===== src/rtl/rtx_pkg.sv =====
package rtx_pkg;

    localparam int unsigned RTX_DATA_W   = 4;
    localparam int unsigned RTX_NUM_REGS = 4;
    localparam int unsigned RTX_ADDR_W   = 4;
    localparam int unsigned RTX_INIT_MUL = 3;
    localparam int unsigned RTX_INIT_OFF = 5;

    function automatic int unsigned sel_width(input int unsigned n);
        return (n > 1) ? $clog2(n) : 1;
    endfunction

endpackage


===== src/rtl/rtx_ctl.sv =====
module rtx_ctl #(
    parameter int unsigned NUM_REGS = rtx_pkg::RTX_NUM_REGS,
    parameter int unsigned SEL_W    = rtx_pkg::sel_width(NUM_REGS)
) (
    input  logic                clk,
    input  logic                rst,
    input  logic                ctl_p,
    input  logic [SEL_W-1:0]    src_sel,
    input  logic [NUM_REGS-1:0] ld_en,
    input  logic                ar_ld,
    input  logic                mem_rd,
    input  logic                mem_wr,
    output logic [SEL_W-1:0]    src_q,
    output logic [NUM_REGS-1:0] ld_q,
    output logic                ar_ld_q,
    output logic                rd_q,
    output logic                wr_q
);

    typedef struct packed {
        logic [SEL_W-1:0]    src;
        logic [NUM_REGS-1:0] ld;
        logic                ar_ld;
        logic                rd;
        logic                wr;
    } cmd_t;

    cmd_t cmd_d, cmd_q;

    always_comb begin
        cmd_d       = '0;
        cmd_d.src   = src_sel;
        if (ctl_p) begin
            cmd_d.ld    = ld_en;
            cmd_d.ar_ld = ar_ld;
            cmd_d.rd    = mem_rd;
            cmd_d.wr    = mem_wr;
        end
    end

    always_ff @(posedge clk) begin
        if (rst) cmd_q <= '0;
        else     cmd_q <= cmd_d;
    end

    assign src_q   = cmd_q.src;
    assign ld_q    = cmd_q.ld;
    assign ar_ld_q = cmd_q.ar_ld;
    assign rd_q    = cmd_q.rd;
    assign wr_q    = cmd_q.wr;


    gate_low_idle_chk: assert property (@(posedge clk) disable iff (rst)
        !ctl_p |=> (ld_q == '0 && !ar_ld_q && !rd_q && !wr_q));


    gate_high_stage_chk: assert property (@(posedge clk) disable iff (rst)
        ctl_p |=> (ld_q == $past(ld_en) && wr_q == $past(mem_wr)));

endmodule


===== src/rtl/rtx_bus_mux.sv =====
module rtx_bus_mux #(
    parameter int unsigned NUM_REGS = rtx_pkg::RTX_NUM_REGS,
    parameter int unsigned DATA_W   = rtx_pkg::RTX_DATA_W,
    parameter int unsigned SEL_W    = rtx_pkg::sel_width(NUM_REGS)
) (
    input  logic [NUM_REGS-1:0][DATA_W-1:0] regs_i,
    input  logic [SEL_W-1:0]                sel_i,
    output logic [DATA_W-1:0]               bus_o
);

    for (genvar b = 0; b < DATA_W; b++) begin : g_bit
        logic [NUM_REGS-1:0] column;
        for (genvar r = 0; r < NUM_REGS; r++) begin : g_src
            assign column[r] = regs_i[r][b];
        end
        assign bus_o[b] = column[sel_i];
    end

endmodule


===== src/rtl/rtx_mem.sv =====
module rtx_mem #(
    parameter int unsigned DATA_W   = rtx_pkg::RTX_DATA_W,
    parameter int unsigned ADDR_W   = rtx_pkg::RTX_ADDR_W,
    parameter int unsigned INIT_MUL = rtx_pkg::RTX_INIT_MUL,
    parameter int unsigned INIT_OFF = rtx_pkg::RTX_INIT_OFF
) (
    input  logic              clk,
    input  logic              rst,
    input  logic              we_i,
    input  logic [ADDR_W-1:0] addr_i,
    input  logic [DATA_W-1:0] wdata_i,
    output logic [DATA_W-1:0] rdata_o
);

    localparam int unsigned DEPTH = 1 << ADDR_W;

    typedef logic [DEPTH-1:0][DATA_W-1:0] words_t;

    typedef struct packed {
        words_t words;
    } mem_st_t;

    mem_st_t st_d, st_q;

    function automatic words_t init_words();
        words_t w;
        for (int k = 0; k < DEPTH; k++) begin
            w[k] = DATA_W'(k * INIT_MUL + INIT_OFF);
        end
        return w;
    endfunction

    always_comb begin
        st_d = st_q;
        if (we_i) st_d.words[addr_i] = wdata_i;
    end

    always_ff @(posedge clk) begin
        if (rst) st_q.words <= init_words();
        else     st_q       <= st_d;
    end

    assign rdata_o = st_q.words[addr_i];


    mem_write_lands_chk: assert property (@(posedge clk) disable iff (rst)
        we_i |=> (st_q.words[$past(addr_i)] == $past(wdata_i)));


    mem_hold_chk: assert property (@(posedge clk) disable iff (rst)
        !we_i |=> $stable(st_q.words));

endmodule


===== src/rtl/rtx_bus_top.sv =====
module rtx_bus_top #(
    parameter int unsigned NUM_REGS = rtx_pkg::RTX_NUM_REGS,
    parameter int unsigned DATA_W   = rtx_pkg::RTX_DATA_W,
    parameter int unsigned ADDR_W   = rtx_pkg::RTX_ADDR_W,
    parameter int unsigned SEL_W    = rtx_pkg::sel_width(NUM_REGS)
) (
    input  logic                       clk,
    input  logic                       rst,
    input  logic [SEL_W-1:0]           src_sel,
    input  logic [NUM_REGS-1:0]        ld_en,
    input  logic                       ar_ld,
    input  logic                       mem_rd,
    input  logic                       mem_wr,
    input  logic                       ctl_p,
    output logic [DATA_W-1:0]          bus_o,
    output logic [NUM_REGS*DATA_W-1:0] regs_o,
    output logic [ADDR_W-1:0]          ar_o
);

    if (ADDR_W > DATA_W) begin : g_bad_width
        $error("address register is wider than the bus");
    end

    typedef struct packed {
        logic [NUM_REGS-1:0][DATA_W-1:0] regs;
        logic [ADDR_W-1:0]               ar;
    } dp_st_t;

    dp_st_t st_d, st_q;

    logic [SEL_W-1:0]    src_q;
    logic [NUM_REGS-1:0] ld_q;
    logic                ar_ld_q;
    logic                rd_q;
    logic                wr_q;
    logic [DATA_W-1:0]   bus;
    logic [DATA_W-1:0]   mem_word;

    rtx_ctl #(
        .NUM_REGS (NUM_REGS),
        .SEL_W    (SEL_W)
    ) ctl_i (
        .clk     (clk),
        .rst     (rst),
        .ctl_p   (ctl_p),
        .src_sel (src_sel),
        .ld_en   (ld_en),
        .ar_ld   (ar_ld),
        .mem_rd  (mem_rd),
        .mem_wr  (mem_wr),
        .src_q   (src_q),
        .ld_q    (ld_q),
        .ar_ld_q (ar_ld_q),
        .rd_q    (rd_q),
        .wr_q    (wr_q)
    );

    rtx_bus_mux #(
        .NUM_REGS (NUM_REGS),
        .DATA_W   (DATA_W),
        .SEL_W    (SEL_W)
    ) mux_i (
        .regs_i (st_q.regs),
        .sel_i  (src_q),
        .bus_o  (bus)
    );

    rtx_mem #(
        .DATA_W   (DATA_W),
        .ADDR_W   (ADDR_W),
        .INIT_MUL (rtx_pkg::RTX_INIT_MUL),
        .INIT_OFF (rtx_pkg::RTX_INIT_OFF)
    ) mem_i (
        .clk     (clk),
        .rst     (rst),
        .we_i    (wr_q),
        .addr_i  (st_q.ar),
        .wdata_i (bus),
        .rdata_o (mem_word)
    );

    always_comb begin
        st_d = st_q;
        for (int i = 0; i < NUM_REGS; i++) begin
            if (ld_q[i]) st_d.regs[i] = rd_q ? mem_word : bus;
        end
        if (ar_ld_q) st_d.ar = bus[ADDR_W-1:0];
    end

    always_ff @(posedge clk) begin
        if (rst) st_q <= '0;
        else     st_q <= st_d;
    end

    assign bus_o  = bus;
    assign regs_o = st_q.regs;
    assign ar_o   = st_q.ar;

    for (genvar i = 0; i < NUM_REGS; i++) begin : g_reg_chk

        reg_hold_chk: assert property (@(posedge clk) disable iff (rst)
            !ld_q[i] |=> $stable(st_q.regs[i]));


        reg_bus_load_chk: assert property (@(posedge clk) disable iff (rst)
            (ld_q[i] && !rd_q) |=> (st_q.regs[i] == $past(bus)));


        reg_mem_load_chk: assert property (@(posedge clk) disable iff (rst)
            (ld_q[i] && rd_q) |=> (st_q.regs[i] == $past(mem_word)));
    end


    ar_hold_chk: assert property (@(posedge clk) disable iff (rst)
        !ar_ld_q |=> $stable(st_q.ar));

endmodule


===== config.mk =====
export PLATFORM = sky130hd
export DESIGN_NAME = rtx_bus_top
export DESIGN_NICKNAME = d
export VERILOG_FILES = /design/src/rtl/rtx_pkg.sv /design/src/rtl/rtx_ctl.sv /design/src/rtl/rtx_bus_mux.sv /design/src/rtl/rtx_mem.sv /design/src/rtl/rtx_bus_top.sv
export SDC_FILE = /design/constraint.sdc
export NUM_CORES = 1
export LEC_CHECK = 0
export BUFFER_PORTS_ARGS = -buffer_cell sky130_fd_sc_hd__buf_2
export CORE_MARGIN = 3
export CORE_UTILIZATION = 45
export DETAILED_ROUTE_END_ITERATION = 6
export GPL_TIMING_DRIVEN = 0
export HOLD_SLACK_MARGIN = 0.03
export PLACE_DENSITY = 0.72
export SETUP_SLACK_MARGIN = 0.4
export SLEW_MARGIN = 10
export SYNTH_ARGS = -nofsm -noshare
export SYNTH_HDL_FRONTEND = slang
export SYNTH_HIERARCHICAL = 1
export SYNTH_SLANG_ARGS = --single-unit

===== constraint.sdc =====
create_clock -name clk -period 2 [get_ports clk]
set_clock_uncertainty 0.1 [all_clocks]
set_input_delay 0.1 -clock clk [delete_from_list [all_inputs] [get_ports clk]]
set_output_delay 0.1 -clock clk [all_outputs]
set_load 0.02 [all_outputs]

==> results of run 1 <==
registers in the layout, indices dropped and copies added (netlist names):
signal	count
ar_o	4
ctl_i/ar_ld_q	1
ctl_i/ld_q	4
ctl_i/rd_q	1
ctl_i/src_q	2
ctl_i/wr_q	1
mem_i/st_q	64
regs_o	16
power groups by stage:
| stage | combinational, µW | sequential [µW] | clock [µW] |
|---|---|---|---|
| after global routing | 544 | 1910 | 1340 |
| final | 528 | 1910 | 1280 |
| after CTS | 461 | 1910 | 1240 |
| after detailed placement | 299 | 1940 | 0 |
| after global placement | 294 | 1940 | 0 |
| after floorplan | 176 | 1960 | 0 |
synthesized netlist by cell type, types with 4 or more instances:
cell type	count
dfxtp_1	93
clkbuf_1	15
a211oi_1	16
a21oi_1	32
buf_6	4
nand3b_1	7
buf_4	5
mux4_2	16
a22oi_1	4
and3b_1	9
a211o_1	28
o21ai_0	35
and3_1	26
mux2i_1	8
buf_1	6
nor2_1	21
nor2b_1	6
nand2_1	14
and3_2	4
mux4_1	4
buf_2	13
nand3_1	46
worst max path at each step:
| stage | start | endpoint | slack, ns | cells after the start |
|---|---|---|---|---|
| finish | ar_o[0] | regs_o[4] | -0.15 | 6 |
| global route | ar_o[0] | regs_o[4] | -0.20 | 6 |
| CTS | ar_o[0] | regs_o[6] | 0.003 | 6 |
| detailed placement | ar_o[1] | regs_o[0] | -0.20 | 7 |
| global placement | ar_o[1] | regs_o[0] | -0.13 | 7 |
| floorplan | ar_o[0] | regs_o[11] | 0.16 | 7 |
through the flow:
| stage | instance area [µm²] | setup slack [ns] |
|---|---|---|
| 3_3_place_gp | 4606 | -0.1294 |
| 4_1_cts | 5852 | 0.003168 |
| 3_5_place_dp | 4606 | -0.1990 |
| 5_1_grt | 6181 | -0.1970 |
| 6_report | 6181 | -0.1536 |
| 2_1_floorplan | 4295 | 0.1631 |
worst register-to-register path, delay by kind of cell, from the launching register on:
kind                   cells  cell delay (ns)
AND/OR/NAND/NOR            1             0.17
multiplexers               2             0.81
flip-flops                 1             0.42
AO/OA/AOI/OAI              2             0.37
buffers and inverters      1             0.15
final cells by class:
cell class | instances | area, µm²
Fill cell | 577 | 2753
Buffer | 44 | 331.6
Sequential cell | 93 | 1874
Clock buffer | 10 | 137.6
Clock inverter | 6 | 51.30
Tap cell | 108 | 135.1
Multi-Input combinational cell | 292 | 2816
Timing Repair Buffer | 92 | 834.6
per-layer routing:
layer / share of wire [%] / vias up / GRT usage (%)
met5: 0 / - / 0
met3: 9.0 / 82 / 6.563
met2: 49 / 331 / 49.45
met1: 36 / 2138 / 36.88
li1: - / 1819 / -
met4: 6.1 / 0 / 13.25
cell usage in the layout (no fill, tap or decap), drive strengths merged:
cell / n
o21ai: 35
clkbuf: 24
and3b: 11
or3b: 2
a211oi: 16
mux2i: 8
a211o: 28
dlygate4sd3: 18
mux4: 22
nand3b: 7
or2: 1
and3: 30
inv: 5
buf: 104
nor2b: 6
nor2: 22
nand2: 16
clkinvlp: 1
nand3: 46
nor3b: 2
and2: 1
a21oi: 32
nand2b: 2
a21bo: 1
a22oi: 4
dfxtp: 93
kinds of logic (layout without fill, tap and decap cells):
logic type / Yosys count / count (layout) / share of synthesized area [%]
flip-flops: 93 / 93 / 44.10
multiplexers: 28 / 30 / 12.92
AND/OR/NAND/NOR: 146 / 146 / 19.95
AO/OA/AOI/OAI: 116 / 116 / 17.55
buffers and inverters: 44 / 152 / 5.483
what timing repair did:
action / in CTS / in global routing
cloned: 5 / 0
gates resized for setup: 129 / 80
pin swaps: 36 / 25
hold buffers: 18 / 0
setup buffers: 27 / 9
endpoints found under the hold margin: 9 / 0
setup endpoints to repair: 84 / 87
==> flow_summary.json, run 1 <==
{
  "status": "finished, violations left",
  "violations": "setup timing",
  "ys_ff_latch": 93,
  "p_per_area_nw_per_um2": 602.0,
  "slew_viol_final": 0,
  "hp-class": "in2reg",
  "ant_nets": 0,
  "p_sw_share_pct": 29.53,
  "cp_num_buf_inv": 1,
  "antenna-diode-count": 0,
  "max_slew.worst_pin.slew_ns": 0.8443,
  "finalNonFillerCells": 645,
  "drcViolationCount": 0,
  "hpwl_mm": 8.490,
  "endpoint_kind": "flip-flop",
  "grt_pass1_vias": 4223,
  "crit_family": "multiplexers",
  "power_frac_comb_pct": 14.2,
  "critical_path.cell_chain": "buf_8, mux4_2, a22oi_2, nand3_2, mux2i_4, a211oi_1",
  "synthCells": 427,
  "internal-power_uw": 2622,
  "reg2regPathDepth": 6,
  "power_uw": 3721,
  "grt_pass1_wl_mm": 23.62,
  "cts_sinks": 93,
  "area_delta_synth_final_pct": 46.41,
  "clkLatencyLatePin_ns": 0.38,
  "dieWidth_um": 102.9,
  "r2r_setup_slack_ns": -0.15,
  "die_y_um": 102.9,
  "hold-path-cell-count": 3,
  "cts_root_buf": "clkbuf_8",
  "power_frac_seq_pct": 51.3,
  "floorplan.rows": 34,
  "finalSetupTns_ns": -1.164,
  "dr.pass1.iters": 5,
  "r2r-start": "ar_o[0]",
  "pwr-share-clk_pct": 34.5,
  "critPathRequiredTime_ns": 2.14,
  "hold_end": "ar_o[1]",
  "synth_ff_type": "dfxtp_1",
  "critPathSlowestCell": "mux4_2",
  "synth_edf_count": 0,
  "cap_violations": 0,
  "ir_worst_vdd_v": 0.0005575,
  "path_clk_slew_ns": 0.11,
  "drtIter0Drc": 636,
  "core_um2": 8934,
  "hold_violations": 0,
  "critPathKind": "reg2reg",
  "initial_core_util_pct": 47.25,
  "cts_tree": "yes",
  "rsz0062_at_grt": "true",
  "grt_max_degree": 18,
  "maxSlewHeadroom_pct": 43.71,
  "syn-num-nets": 439,
  "antenna_found_initial": 0,
  "grt_overflow_total": 0,
  "yosysUniqueCellTypes": 32,
  "placedCellCount": 570,
  "via_count": 4370,
  "wl_per_cell_um": 25.48,
  "track_usage_pct": 29.65,
  "ios": 36,
  "drive_gt1_share_pct": 50.47,
  "yosysSeqAreaShare_pct": 44.10,
  "critPathLaunchType": "flip-flop",
  "worstHoldStart": "rst",
  "post-route-util_pct": 69.19,
  "place_congestion": 1.004,
  "syn-cell-area_um2": 4222,
  "synth_top_area_cell": "dfxtp_1",
  "cpPeakStageDelay_ns": 0.54,
  "port_buffers": 35,
  "crit_fanout": 6,
  "min_period_ns": 2.154,
  "cellLeakagePower_uw": 0.002167,
  "setup_violations": 16,
  "period_share_pct": 107.7,
  "syn_avg_cell_area_um2": 9.887,
  "hold_slack_ns": 0.2911,
  "layout.nets": 544,
  "htreeDepth": 3,
  "cts_buffer_depth": 2,
  "synthArstFlopShare_pct": 0,
  "p_sw_uw": 1099,
  "timing.rr.end": "regs_o[4]",
  "synth_top_area_share_pct": 44.10,
  "ys_top_cells_by_area": "dfxtp_1, mux4_2, a211o_1, nand3_1, o21ai_0",
  "cp_data_arrival_time_ns": 2.29,
  "fin_ws_ns": -0.1536,
  "drt-total-wl_mm": 16.43,
  "die_area_um2": 10580,
  "via_per_inst": 6.775,
  "cts_made_buffers": 9,
  "ys_warn_count": 6,
  "max_freq_mhz": 464.3
}
(Power assumes the default switching activity.)
==> run 2, diff against run 1 <==
- CORE_MARGIN: 3 -> 2
==> flow_summary.json, run 2 (synthesized netlist as in run 1, its figures left out) <==
{
  "status": "finished, violations left",
  "violations": "setup timing",
  "max_freq_mhz": 481.5,
  "antenna_found_initial": 0,
  "seqCellArea_um2": 1874,
  "largest-register": "mem_i/st_q",
  "via_per_inst": 6.699,
  "pre_cts_ws_ns": -0.1838,
  "antenna-diode-count": 0,
  "dr.pass1.iters": 5,
  "grt_max_degree": 18,
  "hpwl_mm": 8.267,
  "p_sw_share_pct": 28.35,
  "multiInputGateArea_um2": 2875,
  "port_buffers": 35,
  "rsz0062_at_grt": "true",
  "endpoint_kind": "flip-flop",
  "min_period_ns": 2.077,
  "critPathKind": "reg2reg",
  "hp-class": "in2reg",
  "drt-total-wl_mm": 16.43,
  "track_usage_pct": 29.55,
  "p_sw_uw": 1074,
  "power_frac_comb_pct": 14.1,
  "fin_ws_ns": -0.07678,
  "grt_overflow_total": 0,
  "critPathLaunchType": "flip-flop",
  "slew_viol_final": 0,
  "ant_nets": 0,
  "crit_fanout": 7,
  "internal-power_uw": 2714,
  "period_share_pct": 103.8,
  "area_delta_synth_final_pct": 49.70,
  "cap_violations": 0,
  "power_frac_seq_pct": 50.3,
  "power_uw": 3787,
  "clkLatencyLatePin_ns": 0.37,
  "dieWidth_um": 100.9,
  "drive_gt1_share_pct": 52.41,
  "pwr-share-clk_pct": 35.5,
  "grt_pass1_wl_mm": 22.73,
  "maxSlewHeadroom_pct": 45.61,
  "cts_made_buffers": 9,
  "cts_root_buf": "clkbuf_8",
  "grt_pass1_vias": 4157,
  "cts_sinks": 93,
  "cts_buffer_depth": 2,
  "drtIter0Drc": 640,
  "layout.nets": 547,
  "hold_violations": 0,
  "floorplan.rows": 35,
  "via_count": 4361,
  "setup_violations": 13,
  "place_congestion": 0.9279,
  "p_per_area_nw_per_um2": 599.3,
  "final_cell_mix": "dfxtp_1, buf_2, a21oi_2",
  "die_area_um2": 10170,
  "ir_worst_vdd_v": 0.0004622,
  "wl_per_cell_um": 25.24,
  "final_common_cell": "dfxtp_1",
  "path_clk_slew_ns": 0.10,
  "die_y_um": 100.9,
  "htreeDepth": 3,
  "ios": 36,
  "core_um2": 9153,
  "max_slew.worst_pin.slew_ns": 0.8159,
  "fillers": 568,
  "initial_core_util_pct": 46.12,
  "critPathRequiredTime_ns": 2.14,
  "cp_data_arrival_time_ns": 2.22,
  "cellLeakagePower_uw": 0.002191,
  "cts_tree": "yes",
  "largest_reg_flops": 64,
  "drcViolationCount": 0
}
==> run 2: layer usage <==
metal | routed length [µm] | global-route usage, % | vias up | share of wire [%]
met5 | 0 | 0 | - | 0
met4 | 1226 | 14.54 | 0 | 7.5
met3 | 1581 | 6.172 | 108 | 9.6
met2 | 7914 | 49.44 | 339 | 48
met1 | 5707 | 36.19 | 2096 | 35
li1 | - | - | 1818 | -
==> run 2: layout make-up <==
class / instances / area share, %
Timing Repair Buffer: 96 / 13.54
Clock inverter: 7 / 1.267
Buffer: 44 / 5.880
Clock buffer: 9 / 1.960
Sequential cell: 93 / 29.66
Tap cell: 111 / 2.198
Multi-Input combinational cell: 291 / 45.50
==> run 2: path summary, 6_finish.rpt <==
check | from | to | slack [ns] | depth (start not counted)
max | ar_o[0] | regs_o[3] | -0.08 | 6
min | rst | ar_o[2] | 0.27 | 3
max reg2reg | ar_o[0] | regs_o[3] | -0.08 | 6
min reg2reg | mem_i/st_q[24] | mem_i/st_q[24] | 0.37 | 1
==> run 2: metrics by stage <==
step | hold slack, ns | util (%) | setup TNS [ns] | area, µm² | cells
2_1_floorplan | 0.06193 | - | 0 | 4295 | 427
3_3_place_gp | 0.2138 | 50.36 | -1.742 | 4609 | 573
3_5_place_dp | 0.2222 | 50.36 | -2.266 | 4609 | 573
4_1_cts | 0.2457 | 63.02 | 0 | 5768 | 633
5_1_grt | 0.2833 | 69.05 | -1.632 | 6320 | 651
6_report | 0.2695 | 69.05 | -0.5727 | 6320 | 651
==> run 2: power groups by stage <==
stage | clock, µW | sequential [µW] | combinational, µW
floorplan | 0 | 1960 | 176
global placement | 0 | 1940 | 292
detailed placement | 0 | 1940 | 299
CTS | 1330 | 1900 | 450
global route | 1430 | 1910 | 553
finish | 1350 | 1910 | 535
==> run 2: critical path: stages, from the launching register on <==
cell	delay [ns]
dfxtp_4	0.40
buf_12	0.14
mux4_2	0.54
a22oi_2	0.23
nand3_2	0.14
mux2i_4	0.26
a211oi_1	0.12
==> run 2: timing repair <==
| item | CTS | global route |
|---|---|---|
| gates resized for setup | 122 | 112 |
| setup endpoints to repair | 84 | 88 |
| buffers inserted | 24 | 17 |
| pin swaps | 36 | 27 |
| hold endpoints to repair | 9 | 0 |
| cloned | 2 | 1 |
| hold buffers | 18 | 0 |
